File: config.mk
export PLATFORM = sky130hd
export DESIGN_NAME = ring_dma_addr_gen
export DESIGN_NICKNAME = d
export VERILOG_FILES = /design/src/rtl/ring_dma_pkg.sv /design/src/rtl/ring_dma_step.sv /design/src/rtl/ring_dma_loop_ctrl.sv /design/src/rtl/ring_dma_pos_track.sv /design/src/rtl/ring_dma_addr_gen.sv
export SDC_FILE = /design/constraint.sdc
export NUM_CORES = 1
export LEC_CHECK = 0
export ABC_AREA = 1
export BUFFER_PORTS_ARGS = -buffer_cell sky130_fd_sc_hd__buf_4
export CAP_MARGIN = 5
export CORE_MARGIN = 2
export CORE_UTILIZATION = 60
export CTS_BUF_LIST = sky130_fd_sc_hd__clkbuf_8 sky130_fd_sc_hd__clkbuf_16
export CTS_CLUSTER_SIZE = 30
export DETAILED_ROUTE_END_ITERATION = 8
export PLACE_DENSITY = 0.83
export SYNTH_ARGS = -nofsm -noshare
export SYNTH_HDL_FRONTEND = slang
export SYNTH_SLANG_ARGS = --single-unit
File: constraint.sdc
create_clock -name clk -period 5.3 [get_ports clk]
set_input_delay 1.06 -clock clk [delete_from_list [all_inputs] [get_ports clk]]
set_output_delay 1.06 -clock clk [all_outputs]
set_load 0.01 [all_outputs]
File: src/rtl/ring_dma_pkg.sv
package ring_dma_pkg;
  typedef enum logic [0:0] {
    LOOP_IDLE = 1'b0,
    LOOP_BEAT = 1'b1
  } loop_state_e;
endpackage

File: src/rtl/ring_dma_step.sv
module ring_dma_step #(
  parameter int ADDR_W = 32,
  parameter int STEP_W = 16,
  localparam int MOD_W = $clog2(ADDR_W)
) (
  input  logic [ADDR_W-1:0] addr,
  input  logic [STEP_W-1:0] step,
  input  logic [MOD_W-1:0]  mod_bits,
  output logic [ADDR_W-1:0] addr_nxt
);
  logic [ADDR_W-1:0] low_mask;
  logic [ADDR_W-1:0] sum;

  always_comb begin
    if (mod_bits == '0) low_mask = '1;
    else                low_mask = (ADDR_W'(1) << mod_bits) - ADDR_W'(1);
    sum      = addr + {{(ADDR_W-STEP_W){step[STEP_W-1]}}, step};
    addr_nxt = (addr & ~low_mask) | (sum & low_mask);
  end
endmodule

File: src/rtl/ring_dma_loop_ctrl.sv
module ring_dma_loop_ctrl
  import ring_dma_pkg::*;
#(
  parameter int MINOR_W = 8,
  parameter int MAJOR_W = 16,
  localparam int BEAT_W = MINOR_W - 2
) (
  input  logic               clk,
  input  logic               rst,
  input  logic               load,
  input  logic [MINOR_W-1:0] minor_bytes,
  input  logic [MAJOR_W-1:0] major_count,
  input  logic               req,
  input  logic               ready,
  output logic               beat_valid,
  output logic               major_done,
  output logic               irq
);
  loop_state_e       state;
  logic              armed;
  logic              pend;
  logic [BEAT_W-1:0]  nb_q, beats_left;
  logic [MAJOR_W-1:0] maj_q, major_left;
  logic              last_beat;

  assign beat_valid = (state == LOOP_BEAT);
  assign last_beat  = beat_valid && ready && (beats_left == BEAT_W'(1));
  assign major_done = last_beat && (major_left == MAJOR_W'(1));

  always_ff @(posedge clk) begin
    if (rst) begin
      state      <= LOOP_IDLE;
      armed      <= 1'b0;
      pend       <= 1'b0;
      nb_q       <= '0;
      maj_q      <= '0;
      beats_left <= '0;
      major_left <= '0;
      irq        <= 1'b0;
    end else if (load) begin
      state      <= LOOP_IDLE;
      armed      <= 1'b1;
      pend       <= 1'b0;
      nb_q       <= minor_bytes[MINOR_W-1:2];
      maj_q      <= major_count;
      beats_left <= minor_bytes[MINOR_W-1:2];
      major_left <= major_count;
      irq        <= 1'b0;
    end else begin
      irq <= 1'b0;
      if (armed) begin
        case (state)
          LOOP_IDLE: begin
            if (req || pend) begin
              state <= LOOP_BEAT;
              pend  <= 1'b0;
            end
          end
          LOOP_BEAT: begin
            if (last_beat) begin
              beats_left <= nb_q;
              if (major_left == MAJOR_W'(1)) begin
                major_left <= maj_q;
                irq        <= 1'b1;
              end else begin
                major_left <= major_left - MAJOR_W'(1);
              end
              state <= (pend || req) ? LOOP_BEAT : LOOP_IDLE;
              pend  <= 1'b0;
            end else begin
              if (ready) beats_left <= beats_left - BEAT_W'(1);
              if (req)   pend <= 1'b1;
            end
          end
          default: state <= LOOP_IDLE;
        endcase
      end
    end
  end


  beat_hold_chk: assert property (@(posedge clk) disable iff (rst)
    beat_valid && !ready && !load |=> beat_valid);


  valid_needs_arm_chk: assert property (@(posedge clk) disable iff (rst)
    beat_valid |-> armed);


  irq_after_fire_chk: assert property (@(posedge clk) disable iff (rst)
    irq |-> $past(beat_valid && ready && !load));
endmodule

File: src/rtl/ring_dma_pos_track.sv
module ring_dma_pos_track #(
  parameter int POS_W = 32,
  parameter int INC_W = 24,
  localparam int MOD_W = $clog2(POS_W)
) (
  input  logic             clk,
  input  logic             rst,
  input  logic             load,
  input  logic             advance,
  input  logic [INC_W-1:0] inc,
  input  logic [MOD_W-1:0] mod_bits,
  output logic [POS_W-1:0] pos
);
  logic [POS_W:0] sum;
  logic [POS_W:0] ring_size;

  always_comb begin
    ring_size = (POS_W+1)'(1) << mod_bits;
    sum       = {1'b0, pos} + (POS_W+1)'(inc);
    if (mod_bits != '0 && sum >= ring_size) sum = sum - ring_size;
  end

  always_ff @(posedge clk) begin
    if (rst || load)  pos <= '0;
    else if (advance) pos <= sum[POS_W-1:0];
  end


  pos_in_ring_chk: assert property (@(posedge clk) disable iff (rst)
    mod_bits != '0 |-> {1'b0, pos} < ring_size);


  pos_quiet_chk: assert property (@(posedge clk) disable iff (rst)
    !advance && !load |=> $stable(pos));
endmodule

File: src/rtl/ring_dma_addr_gen.sv
module ring_dma_addr_gen #(
  parameter int ADDR_W  = 32,
  parameter int STEP_W  = 16,
  parameter int MINOR_W = 8,
  parameter int MAJOR_W = 16,
  localparam int MOD_W  = $clog2(ADDR_W),
  localparam int INC_W  = MINOR_W + MAJOR_W
) (
  input  logic               clk,
  input  logic               rst,
  input  logic               cfg_load,
  input  logic [ADDR_W-1:0]  cfg_src_start,
  input  logic [ADDR_W-1:0]  cfg_dst_addr,
  input  logic [STEP_W-1:0]  cfg_src_step,
  input  logic [STEP_W-1:0]  cfg_dst_step,
  input  logic [MOD_W-1:0]   cfg_mod_bits,
  input  logic [MINOR_W-1:0] cfg_minor_bytes,
  input  logic [MAJOR_W-1:0] cfg_major_count,
  input  logic               xfer_req,
  output logic               beat_valid,
  input  logic               beat_ready,
  output logic [ADDR_W-1:0]  beat_src,
  output logic [ADDR_W-1:0]  beat_dst,
  output logic               major_irq,
  output logic [ADDR_W-1:0]  play_pos
);
  logic [STEP_W-1:0] src_step_q, dst_step_q;
  logic [MOD_W-1:0]  mod_q;
  logic [INC_W-1:0]  inc_q;
  logic [ADDR_W-1:0] src_q, dst_q, src_nxt, dst_nxt;
  logic              major_done;
  logic              fire;
  logic [ADDR_W-1:0] hi_mask;

  assign fire = beat_valid && beat_ready;

  always_ff @(posedge clk) begin
    if (rst) begin
      src_step_q <= '0;
      dst_step_q <= '0;
      mod_q      <= '0;
      inc_q      <= '0;
      src_q      <= '0;
      dst_q      <= '0;
    end else if (cfg_load) begin
      src_step_q <= cfg_src_step;
      dst_step_q <= cfg_dst_step;
      mod_q      <= cfg_mod_bits;
      inc_q      <= INC_W'({cfg_minor_bytes[MINOR_W-1:2], 2'b00}) * INC_W'(cfg_major_count);
      src_q      <= cfg_src_start;
      dst_q      <= cfg_dst_addr;
    end else if (fire) begin
      src_q <= src_nxt;
      dst_q <= dst_nxt;
    end
  end

  ring_dma_step #(.ADDR_W(ADDR_W), .STEP_W(STEP_W)) u_src_step (
    .addr(src_q), .step(src_step_q), .mod_bits(mod_q), .addr_nxt(src_nxt)
  );

  ring_dma_step #(.ADDR_W(ADDR_W), .STEP_W(STEP_W)) u_dst_step (
    .addr(dst_q), .step(dst_step_q), .mod_bits('0), .addr_nxt(dst_nxt)
  );

  ring_dma_loop_ctrl #(.MINOR_W(MINOR_W), .MAJOR_W(MAJOR_W)) u_loop (
    .clk(clk), .rst(rst), .load(cfg_load),
    .minor_bytes(cfg_minor_bytes), .major_count(cfg_major_count),
    .req(xfer_req), .ready(beat_ready),
    .beat_valid(beat_valid), .major_done(major_done), .irq(major_irq)
  );

  ring_dma_pos_track #(.POS_W(ADDR_W), .INC_W(INC_W)) u_pos (
    .clk(clk), .rst(rst), .load(cfg_load), .advance(major_done),
    .inc(inc_q), .mod_bits(mod_q), .pos(play_pos)
  );

  assign beat_src = src_q;
  assign beat_dst = dst_q;

  always_comb begin
    if (mod_q == '0) hi_mask = '0;
    else             hi_mask = ~((ADDR_W'(1) << mod_q) - ADDR_W'(1));
  end


  src_frozen_hi_chk: assert property (@(posedge clk) disable iff (rst)
    fire && !cfg_load |=> ((beat_src ^ $past(beat_src)) & hi_mask) == '0);


  addr_hold_chk: assert property (@(posedge clk) disable iff (rst)
    beat_valid && !beat_ready && !cfg_load |=> $stable(beat_src) && $stable(beat_dst));
endmodule

==> results.sh, run 1 <==
export IMPL_ios=228
export IMPL_drive_gt1_share_pct=12.30
export IMPL_timing_max_cap_violations=0
export IMPL_rsz0062_at_grt="no"
export IMPL_path_max_fanout=20
export IMPL_die_h_um=179.8
export IMPL_initial_core_util_pct=60.76
export IMPL_fin_worst_skew_ps=24.39
export IMPL_cpMostUsedCell="nand2_1"
export IMPL_synth_seq_cells=203
export IMPL_place_congestion=0.9733
export IMPL_synthArstFlopShare_pct=0
export IMPL_area_delta_synth_final_pct=15.15
export IMPL_start_kind="register"
export IMPL_syn_num_nets=3104
export IMPL_cts_htree_levels=1
export IMPL_path_buf_inv=4
export IMPL_clk_latency_ps=550
export IMPL_critical_path_class="reg2reg"
export IMPL_ir_worst_vdd_mv=0.2594
export IMPL_period_share_pct=91.15
export IMPL_fmax_mhz=207.0
export IMPL_route_detailed_drc=1
export IMPL_outcome="finished, violations left"
export IMPL_cts_sinks=203
export IMPL_die_area_um2=32320
export IMPL_grt_pass1_wl_mm=91.53
export IMPL_r2r_start="u_pos.pos[2]"
export IMPL_root_buffer="clkbuf_16"
export IMPL_slew_viol_final=0
export IMPL_power_density_nw_per_um2=299.1
export IMPL_ys_types=60
export IMPL_hp_class="reg2reg"
export IMPL_die_w_um=179.8
export IMPL_ctsResizeCount=0
export IMPL_fin_area_um2=21350
export IMPL_vias=19560
export IMPL_syn_inst=2762
export IMPL_placed_cell_area_um2=20450
export IMPL_ys_flop_type="dfxtp_1"
export IMPL_post_cts_setup_buffers=0
export IMPL_antenna_found_initial=3
export IMPL_grt_max_degree=73
export IMPL_fin_nets=3276
export IMPL_place_inst=3304
export IMPL_leakage_nw=10.61
export IMPL_wl_mm=57.29
export IMPL_dpl_hpwl_mm=43.85
export IMPL_synth_area_um2=18540
export IMPL_period_minus_slack_ps=4831
export IMPL_synth_seq_area_share_pct=21.92
export IMPL_tns_ps=0
export IMPL_clockBufferDepth=3
export IMPL_path_delay_family="simple AND/OR/NAND/NOR gates"
export IMPL_avgSynthCellArea_um2=6.712
export IMPL_final_cell_count_no_fill=3351
export IMPL_finalHoldViolations=0
export IMPL_cts_tree="yes"
export IMPL_numPortBuffers=225
export IMPL_tightest_slew_ps=1290
export IMPL_rows=64
export IMPL_final_setup_viol_count=0
export IMPL_layout_common_cells="700 x nand2_1, 339 x inv_1, 239 x buf_4, 235 x a21oi_1, 203 x dfxtp_1"
export IMPL_drtPass1Iterations=8
export IMPL_grt_usage_pct=33.82
export IMPL_core_area_um2=30510
export IMPL_drt_iter0_drc=1513
export IMPL_critPathRequiredTime_ps=5680
export IMPL_hold_buffers=0
export IMPL_layout_commonest_cell="nand2_1"
export IMPL_violations="DRC"
export IMPL_crit_arrival_ps=5210
export IMPL_relSlewSlack_pct=13.78
export IMPL_avgViaCountPerCell=5.836
export IMPL_grt_pass1_vias=18570
export IMPL_hold_start="u_loop.nb_q[3]"
export IMPL_drtAntennaViolNets=0
export IMPL_clk_pin_slew_worst_paths_ps=70
export IMPL_critPathSlowestCell="dfxtp_1"
export IMPL_crit_path_start="u_pos.pos[2]"
export IMPL_synth_edf_count=0
export IMPL_grt_overflow_total=0
export IMPL_yosys_warnings=0
export IMPL_slowest_delay_ps=470
export IMPL_wl_per_cell_um=17.10
export IMPL_cts_buffers_inserted=24
export IMPL_worst_setup_path_end_kind="register"
kinds of logic (layout without fill, tap and decap cells):
kind of cell / count (synthesis) / in the layout / synth area share, %
other: 0 / 3 / 0
AND/OR/NAND/NOR: 1197 / 1197 / 27.96
buffers and inverters: 445 / 635 / 9.294
AO/OA/AOI/OAI: 596 / 596 / 18.89
XOR/XNOR: 109 / 109 / 5.150
flip-flops: 203 / 203 / 21.92
adder cells (fa/ha/maj): 212 / 212 / 16.78
per-stage QoR:
step           hold WS [ps]  setup WS [ps]  power (mW)  util (%)
3_3_place_gp          423.8          303.9       4.405     67.02
2_1_floorplan         413.6          323.2       3.794         -
6_report              449.5          469.2       6.385     69.96
5_1_grt               472.4          41.11       6.808     69.96
3_5_place_dp          432.3          131.3       4.474     67.02
4_1_cts               448.8          567.8       6.351     69.94
worst paths after layout:
path	slack (ps)	depth (start not counted)	end
max	470	30	u_pos.pos[25]
min	450	2	u_loop.nb_q[3]
max reg2reg	470	30	u_pos.pos[25]
min reg2reg	450	2	u_loop.nb_q[3]
routing by layer:
layer | share of wire (%) | GRT usage [%]
met1 | 41 | 42.06
met2 | 48 | 58.68
met3 | 6.8 | 4.396
met4 | 4.2 | 14.70
met5 | 0 | 0
power by group:
group	total (mW)	leakage (nW)	internal (mW)	switching (mW)
logic	2.75	8.51	1.04	1.71
clock network	1.88	0.431	1.15	0.727
registers	1.76	1.67	1.64	0.121
cell type report:
| class | count | area [um2] |
|---|---|---|
| Clock buffer | 26 | 628.1 |
| Fill cell | 2630 | 9164 |
| Inverter | 352 | 1321 |
| Multi-Input combinational cell | 2114 | 12770 |
| Sequential cell | 203 | 4064 |
| Clock inverter | 18 | 264.0 |
| Tap cell | 396 | 495.5 |
| Antenna cell | 3 | 7.507 |
| Timing Repair Buffer | 239 | 1794 |
cell usage after synthesis (9+ instances only):
| cell | n | area share, % |
|---|---|---|
| buf_2 | 12 | 0.32 |
| a22o_1 | 37 | 1.7 |
| o21ai_0 | 141 | 3.8 |
| xnor2_1 | 38 | 1.8 |
| or2_2 | 16 | 0.54 |
| a21oi_1 | 235 | 6.3 |
| o211ai_1 | 24 | 0.97 |
| o21ai_1 | 13 | 0.35 |
| inv_2 | 12 | 0.24 |
| o21a_1 | 11 | 0.45 |
| nand2_1 | 700 | 14 |
| nand3_1 | 143 | 3.9 |
| nand2_2 | 10 | 0.34 |
| nor2_1 | 201 | 4.1 |
| clkbuf_1 | 66 | 1.3 |
| buf_1 | 9 | 0.18 |
| fa_1 | 61 | 6.6 |
| nand4_1 | 42 | 1.4 |
| dfxtp_1 | 203 | 22 |
| xor2_1 | 71 | 3.4 |
| nor4_1 | 11 | 0.37 |
| a31oi_1 | 72 | 2.4 |
| ha_1 | 151 | 10 |
| inv_1 | 339 | 6.9 |
| nor3_1 | 30 | 0.81 |
worst register-to-register path, delay by kind of cell, from the launching register on:
kind | cells | cell delay (ps)
flip-flops | 1 | 470
buffers and inverters | 4 | 580
AO/OA/AOI/OAI | 1 | 60
AND/OR/NAND/NOR | 21 | 2320
XOR/XNOR | 1 | 210
adder cells (fa/ha/maj) | 3 | 1010
Note: power is estimated with default switching activity, not from simulation.
==> inputs of run 2 (changes only) <==
CORE_UTILIZATION = 45   (was 60)
PLACE_DENSITY = 0.65   (was 0.83)
==> run 2 against run 1 <==
Effect of this change:
- the run now ends clean
- flip-flop and latch count stayed put
- setup slack better by 46 ps
- clock skew is 12 ps lower
- fmax is 0.95% higher
- global-route usage is 6.5 points lower
- non-clock buffer count is 6 higher
==> results.sh, run 2 (synthesis gave the netlist of run 1 again) <==
export IMPL_outcome="finished, final reports clean"
export IMPL_grt_pass1_wl_mm=93.80
export IMPL_critical_path_class="reg2reg"
export IMPL_vias=19030
export IMPL_critPathSlowestCell="dfxtp_1"
export IMPL_ctsResizeCount=0
export IMPL_grtUsageMet3_pct=4.035
export IMPL_met2_usage_pct=45.50
export IMPL_rsz0062_at_grt="no"
export IMPL_cts_htree_levels=1
export IMPL_layout_common_cells="700 x nand2_1, 346 x inv_1, 245 x buf_4, 235 x a21oi_1, 203 x dfxtp_1"
export IMPL_ir_worst_vdd_mv=0.2540
export IMPL_initial_core_util_pct=45.50
export IMPL_layout_commonest_cell="nand2_1"
export IMPL_leakage_nw=10.64
export IMPL_hp_class="reg2reg"
export IMPL_grt_pass1_vias=17970
export IMPL_path_max_fanout=19
export IMPL_core_area_um2=40740
export IMPL_hold_buffers=0
export IMPL_fill_cells=4138
export IMPL_rows=74
export IMPL_post_cts_setup_buffers=0
export IMPL_tightest_slew_ps=1118
export IMPL_clockBufferDepth=3
export IMPL_root_buffer="clkbuf_16"
export IMPL_die_h_um=207.0
export IMPL_route_detailed_drc=0
export IMPL_antenna_found_initial=1
export IMPL_place_inst=3446
export IMPL_place_congestion=0.9570
export IMPL_drtPass1Iterations=8
export IMPL_drt_iter0_drc=1245
export IMPL_fin_nets=3284
export IMPL_use_met1_pct=35.86
export IMPL_cpMostUsedCell="nand2_1"
export IMPL_cts_tree="yes"
export IMPL_fmax_mhz=209.0
export IMPL_wl_per_cell_um=17.13
export IMPL_drtAntennaViolNets=0
export IMPL_numPortBuffers=225
export IMPL_worst_setup_path_end_kind="register"
export IMPL_power_density_nw_per_um2=288.9
export IMPL_grt_overflow_total=0
export IMPL_grt_max_degree=62
export IMPL_die_area_um2=42830
export IMPL_avgViaCountPerCell=5.451
export IMPL_tns_ps=0
export IMPL_timing_max_cap_violations=0
export IMPL_final_cell_count_no_fill=3492
export IMPL_grt_usage_pct=27.36
export IMPL_die_w_um=207.0
export IMPL_area_delta_synth_final_pct=15.93
export IMPL_clk_pin_slew_worst_paths_ps=60
export IMPL_path_delay_family="simple AND/OR/NAND/NOR gates"
export IMPL_period_minus_slack_ps=4785
export IMPL_setup_slack_ps=514.8
export IMPL_drive_gt1_share_pct=12.21
export IMPL_start_kind="register"
export IMPL_critPathRequiredTime_ps=5730
export IMPL_ios=228
export IMPL_crit_arrival_ps=5210
export IMPL_wl_mm=59.82
export IMPL_clk_latency_ps=570
export IMPL_finalHoldViolations=0
export IMPL_slew_viol_final=0
export IMPL_slowest_delay_ps=480
export IMPL_fin_worst_skew_ps=12.35
export IMPL_post_place_ws_ps=224.0
export IMPL_busiest_layer="met2"
export IMPL_path_buf_inv=4
export IMPL_final_setup_viol_count=0
export IMPL_cts_buffers_inserted=26
export IMPL_period_share_pct=90.29
export IMPL_cts_sinks=203
export IMPL_relSlewSlack_pct=25.22
export IMPL_dpl_hpwl_mm=46.53
-- run 2: changes by cell type in the layout (fill, tap and decap cells not counted), moves of 2 or more --
cell / previous run / this run
clkinv_2: 5 / 1
inv_1: 339 / 346
buf_4: 239 / 245
bufinv_16: 6 / 1
clkbuf_16: 24 / 26
clkbuf_8: 2 / 6
clkinvlp_4: 4 / 0
-- run 2: worst min-delay path: stages, from the launching register on --
cell     delay [ps]
dfxtp_1         310
nand2_1          60
nand2_1          40
-- run 2: power by group --
group / leakage [nW] / internal [mW] / switching, mW
sequential: 1.67 / 1.64 / 0.118
clock: 0.431 / 1.01 / 0.712
combinational: 8.54 / 1.04 / 1.69
total: 10.6 / 3.69 / 2.52
-- run 2: path summary, 6_finish.rpt --
path,from,endpoint,slack (ps),cells after the start
worst min-delay path,u_loop.nb_q[3],u_loop.nb_q[3],450,2
worst max register to register,u_pos.pos[2],u_pos.pos[19],510,30
worst min register to register,u_loop.nb_q[3],u_loop.nb_q[3],450,2
worst max-delay path,u_pos.pos[2],u_pos.pos[19],510,30
-- run 2: layout make-up --
type | instances | area [um2] | share of cell area, %
inverter | 352 | 1324 | 6.160
antenna | 3 | 7.507 | 0.03493
clock buffer | 32 | 733.2 | 3.412
clock inverter | 11 | 81.33 | 0.3784
multi-input combinational | 2114 | 12780 | 59.45
tap | 532 | 665.6 | 3.097
timing repair buffer | 245 | 1839 | 8.558
sequential | 203 | 4064 | 18.91
-- run 2: layer usage --
metal,vias to the layer above,share of wire (%)
met3,104,5.9
li1,9600,-
met2,537,47
met4,2,3.4
met1,8791,44
met5,-,0.022
-- run 2: metrics by stage --
step | util, % | hold slack (ps) | total power [mW] | instance area, um2
2_1_floorplan | - | 413.6 | 3.794 | 18540
3_3_place_gp | 50.73 | 424.6 | 4.464 | 20670
3_5_place_dp | 50.73 | 431.7 | 4.492 | 20670
4_1_cts | 52.73 | 446.1 | 6.246 | 21480
5_1_grt | 52.73 | 475.3 | 6.711 | 21480
6_report | 52.75 | 446.0 | 6.208 | 21490
==> inputs of run 3 (changes only) <==
ABC_AREA = 0   (was 1)
PLACE_DENSITY = 0.66   (was 0.65)
==> run 3 against run 2 <==
Effect of this change:
- clock power increased by 5%
- cell count decreased by 11%
- via count decreased by 6.6%
- non-clock buffer count increased by 118
- highest routed layer is now met4
==> results.sh, run 3 <==
export IMPL_rr_worst_depth=26
export IMPL_drtPass1Iterations=5
export IMPL_hold_start="u_loop.maj_q[13]"
export IMPL_placed_cell_area_um2=20750
export IMPL_fin_worst_skew_ps=11.53
export IMPL_r2r_start="inc_q[2]"
export IMPL_period_share_pct=97.26
export IMPL_start_kind="register"
export IMPL_die_h_um=203.3
export IMPL_seq_power_share_pct=24.8
export IMPL_outcome="finished, final reports clean"
export IMPL_whs_endpoint="u_loop.maj_q[13]"
export IMPL_rsz0062_at_grt="yes"
export IMPL_cts_tree="yes"
export IMPL_switchingPower_mw=2.773
export IMPL_timing_max_cap_violations=0
export IMPL_clk_pin_slew_worst_paths_ps=60
export IMPL_yosys_warnings=0
export IMPL_die_area_um2=41340
export IMPL_ios=228
export IMPL_avgViaCountPerCell=5.706
export IMPL_grt_overflow_total=0
export IMPL_hp_class="reg2reg"
export IMPL_path_delay_family="compound AO/OA/AOI/OAI gates"
export IMPL_area_delta_synth_final_pct=22.66
export IMPL_slew_viol_final=0
export IMPL_fin_area_um2=21930
export IMPL_route_detailed_drc=0
export IMPL_synth_top_family_by_area="compound AO/OA/AOI/OAI gates"
export IMPL_period_minus_slack_ps=5155
export IMPL_switching_share_pct=38.69
export IMPL_combinationalPowerShare_pct=50.0
export IMPL_syn_num_nets=2643
export IMPL_synth_top_area_share_pct=22.73
export IMPL_dpl_hpwl_mm=41.84
export IMPL_synth_edf_count=0
export IMPL_fmax_mhz=194.0
export IMPL_yosys_area_top_type="dfxtp_1"
export IMPL_ir_worst_vdd_mv=0.2778
export IMPL_wl_per_cell_um=17.69
export IMPL_finalHoldViolations=0
export IMPL_clkPwrFrac_pct=25.2
export IMPL_critPathSlowestCell="or4_4"
export IMPL_final_cell_count_no_fill=3115
export IMPL_power_density_nw_per_um2=326.8
export IMPL_layout_commonest_cell="buf_4"
export IMPL_drtAntennaViolNets=0
export IMPL_critical_path_class="reg2reg"
export IMPL_leakage_nw=10.17
export IMPL_numPortBuffers=225
export IMPL_synthAdderAreaFrac_pct=17.40
export IMPL_drt_iter0_drc=1165
export IMPL_grt_max_degree=117
export IMPL_final_setup_viol_count=0
export IMPL_layout_common_cells="356 x buf_4, 293 x nor2_1, 227 x nand2_1, 224 x a21oi_1, 201 x dfxtp_1"
export IMPL_tightest_slew_ps=929.0
export IMPL_core_area_um2=39460
export IMPL_root_buffer="clkbuf_16"
export IMPL_path_buf_inv=4
export IMPL_drive_gt1_share_pct=18.39
export IMPL_die_w_um=203.3
export IMPL_synth_compound_area_share_pct=23.92
export IMPL_synthTopCellsByArea="dfxtp_1 23%, ha_1 11%, fa_1 6.8%"
export IMPL_clk_latency_ps=560
export IMPL_synthArstFlopShare_pct=0
export IMPL_hold_depth=2
export IMPL_rows=73
export IMPL_cts_buffers_inserted=26
export IMPL_initial_core_util_pct=45.31
export IMPL_place_inst=3052
export IMPL_r2r_end="u_pos.pos[9]"
export IMPL_synth_simple_area_share_pct=19.78
export IMPL_cts_htree_levels=1
export IMPL_wl_mm=55.09
export IMPL_clockBufferDepth=3
export IMPL_synth_seq_area_share_pct=22.73
export IMPL_fill_cells=3703
export IMPL_synth_area_um2=17880
export IMPL_grt_pass1_wl_mm=87.51
export IMPL_multi_input_area_um2=13090
export IMPL_avgSynthCellArea_um2=7.770
export IMPL_synth_seq_cells=203
export IMPL_yosys_top_cells_count="294 x nor2_1, 231 x a21oi_1, 228 x nand2_1"
export IMPL_place_congestion=0.9439
export IMPL_seqCellArea_um2=4066
export IMPL_vias=17770
export IMPL_p_int_mw=4.394
export IMPL_ys_types=90
export IMPL_grt_pass1_vias=16890
export IMPL_synthMuxAreaShare_pct=5.381
export IMPL_worst_setup_path_end_kind="register"
export IMPL_yosys_cell_count_top_type="nor2_1"
export IMPL_cpMostUsedCell="a21o_1"
export IMPL_hold_buffers=0
export IMPL_rrSetupSlack_ps=150
export IMPL_antenna_found_initial=1
export IMPL_yosys_area_share_xor_xnor_pct=5.584
export IMPL_relSlewSlack_pct=38.07
export IMPL_path_max_fanout=10
export IMPL_fin_total_pwr_mw=7.166
export IMPL_syn_inst=2301
export IMPL_fin_nets=2911
export IMPL_cts_sinks=203
export IMPL_ys_flop_type="dfxtp_1"
export IMPL_critPathRequiredTime_ps=5770
export IMPL_crit_arrival_ps=5620
export IMPL_grt_usage_pct=25.93
export IMPL_slowest_delay_ps=560
## run 3: cell types whose count changed after synthesis, sizes merged, moves of 48 or more
cell and change:
nand3 -101, inv -234, mux2i +95, a211oi +69, nor2 +81, o21ai -48, nand2 -482
## run 3: through the flow
stage | utilization, % | setup slack (ps) | setup TNS (ps) | hold slack (ps)
floorplan | - | 18.58 | 0 | 442.2
global placement | 52.60 | -134.7 | -848.3 | 452.6
detailed placement | 52.60 | -197.0 | -1922 | 458.6
CTS | 54.90 | 2.706 | 0 | 474.8
global route | 55.57 | -76.36 | -500.7 | 494.1
finish | 55.58 | 145.4 | 0 | 474.6
## run 3: worst min-delay path, delay by kind of cell, from the launching register on
kind / cells / cell delay [ps]
AO/OA/AOI/OAI: 1 / 60
flip-flops: 1 / 310
AND/OR/NAND/NOR: 1 / 60
## run 3: cell type report
class | instances | share of cell area (%)
timing repair buffer | 363 | 12.71
antenna | 1 | 0.01141
sequential | 203 | 18.54
tap | 525 | 2.995
clock inverter | 14 | 0.5819
inverter | 117 | 2.014
multi-input combinational | 1858 | 59.68
clock buffer | 34 | 3.469
## run 3: power groups by stage
stage	Combinational, mW	Clock [mW]	Sequential [mW]
CTS	3.41	1.84	1.77
floorplan	2.47	0	1.77
detailed placement	3.38	0	1.80
global route	3.95	1.90	1.79
finish	3.59	1.80	1.78
global placement	3.32	0	1.80
## run 3: worst max-delay path by stage
| stage | depth (start not counted) | endpoint | from |
|---|---|---|---|
| 6_report | 26 | u_pos.pos[9] | inc_q[2] |
| 5_1_grt | 26 | u_pos.pos[9] | inc_q[2] |
| 4_1_cts | 25 | u_pos.pos[15] | u_pos.pos[2] |
| 3_5_place_dp | 18 | inc_q[21] | cfg_major_count[3] |
| 3_3_place_gp | 18 | inc_q[21] | cfg_major_count[3] |
| 2_1_floorplan | 19 | inc_q[21] | cfg_major_count[4] |
## run 3: cells by family after synthesis
logic type | count (synthesis)
and+or+nand+nor | 777
AOI/OAI and AO/OA | 659
buffers and inverters | 240
adders and majority gates | 212
DFF | 203
xor gates and xnor gates | 114
muxes | 96
## run 3: repair_timing
item,4_1_cts,5_1_grt
gates resized for setup,7,36
pin swaps,0,30
endpoints found under the setup margin,32,32
setup buffers,0,14
endpoints found under the hold margin,0,0
cloned,0,0
## run 3: per-layer routing
metal  global-route usage, %  vias to the layer above  share of wire, %
met4                   6.491                        0               2.3
met1                   33.15                     8448                43
met3                   5.689                       88               7.3
met5                       0                        -                 0
met2                   44.28                      520                47
li1                        -                     8718                 -
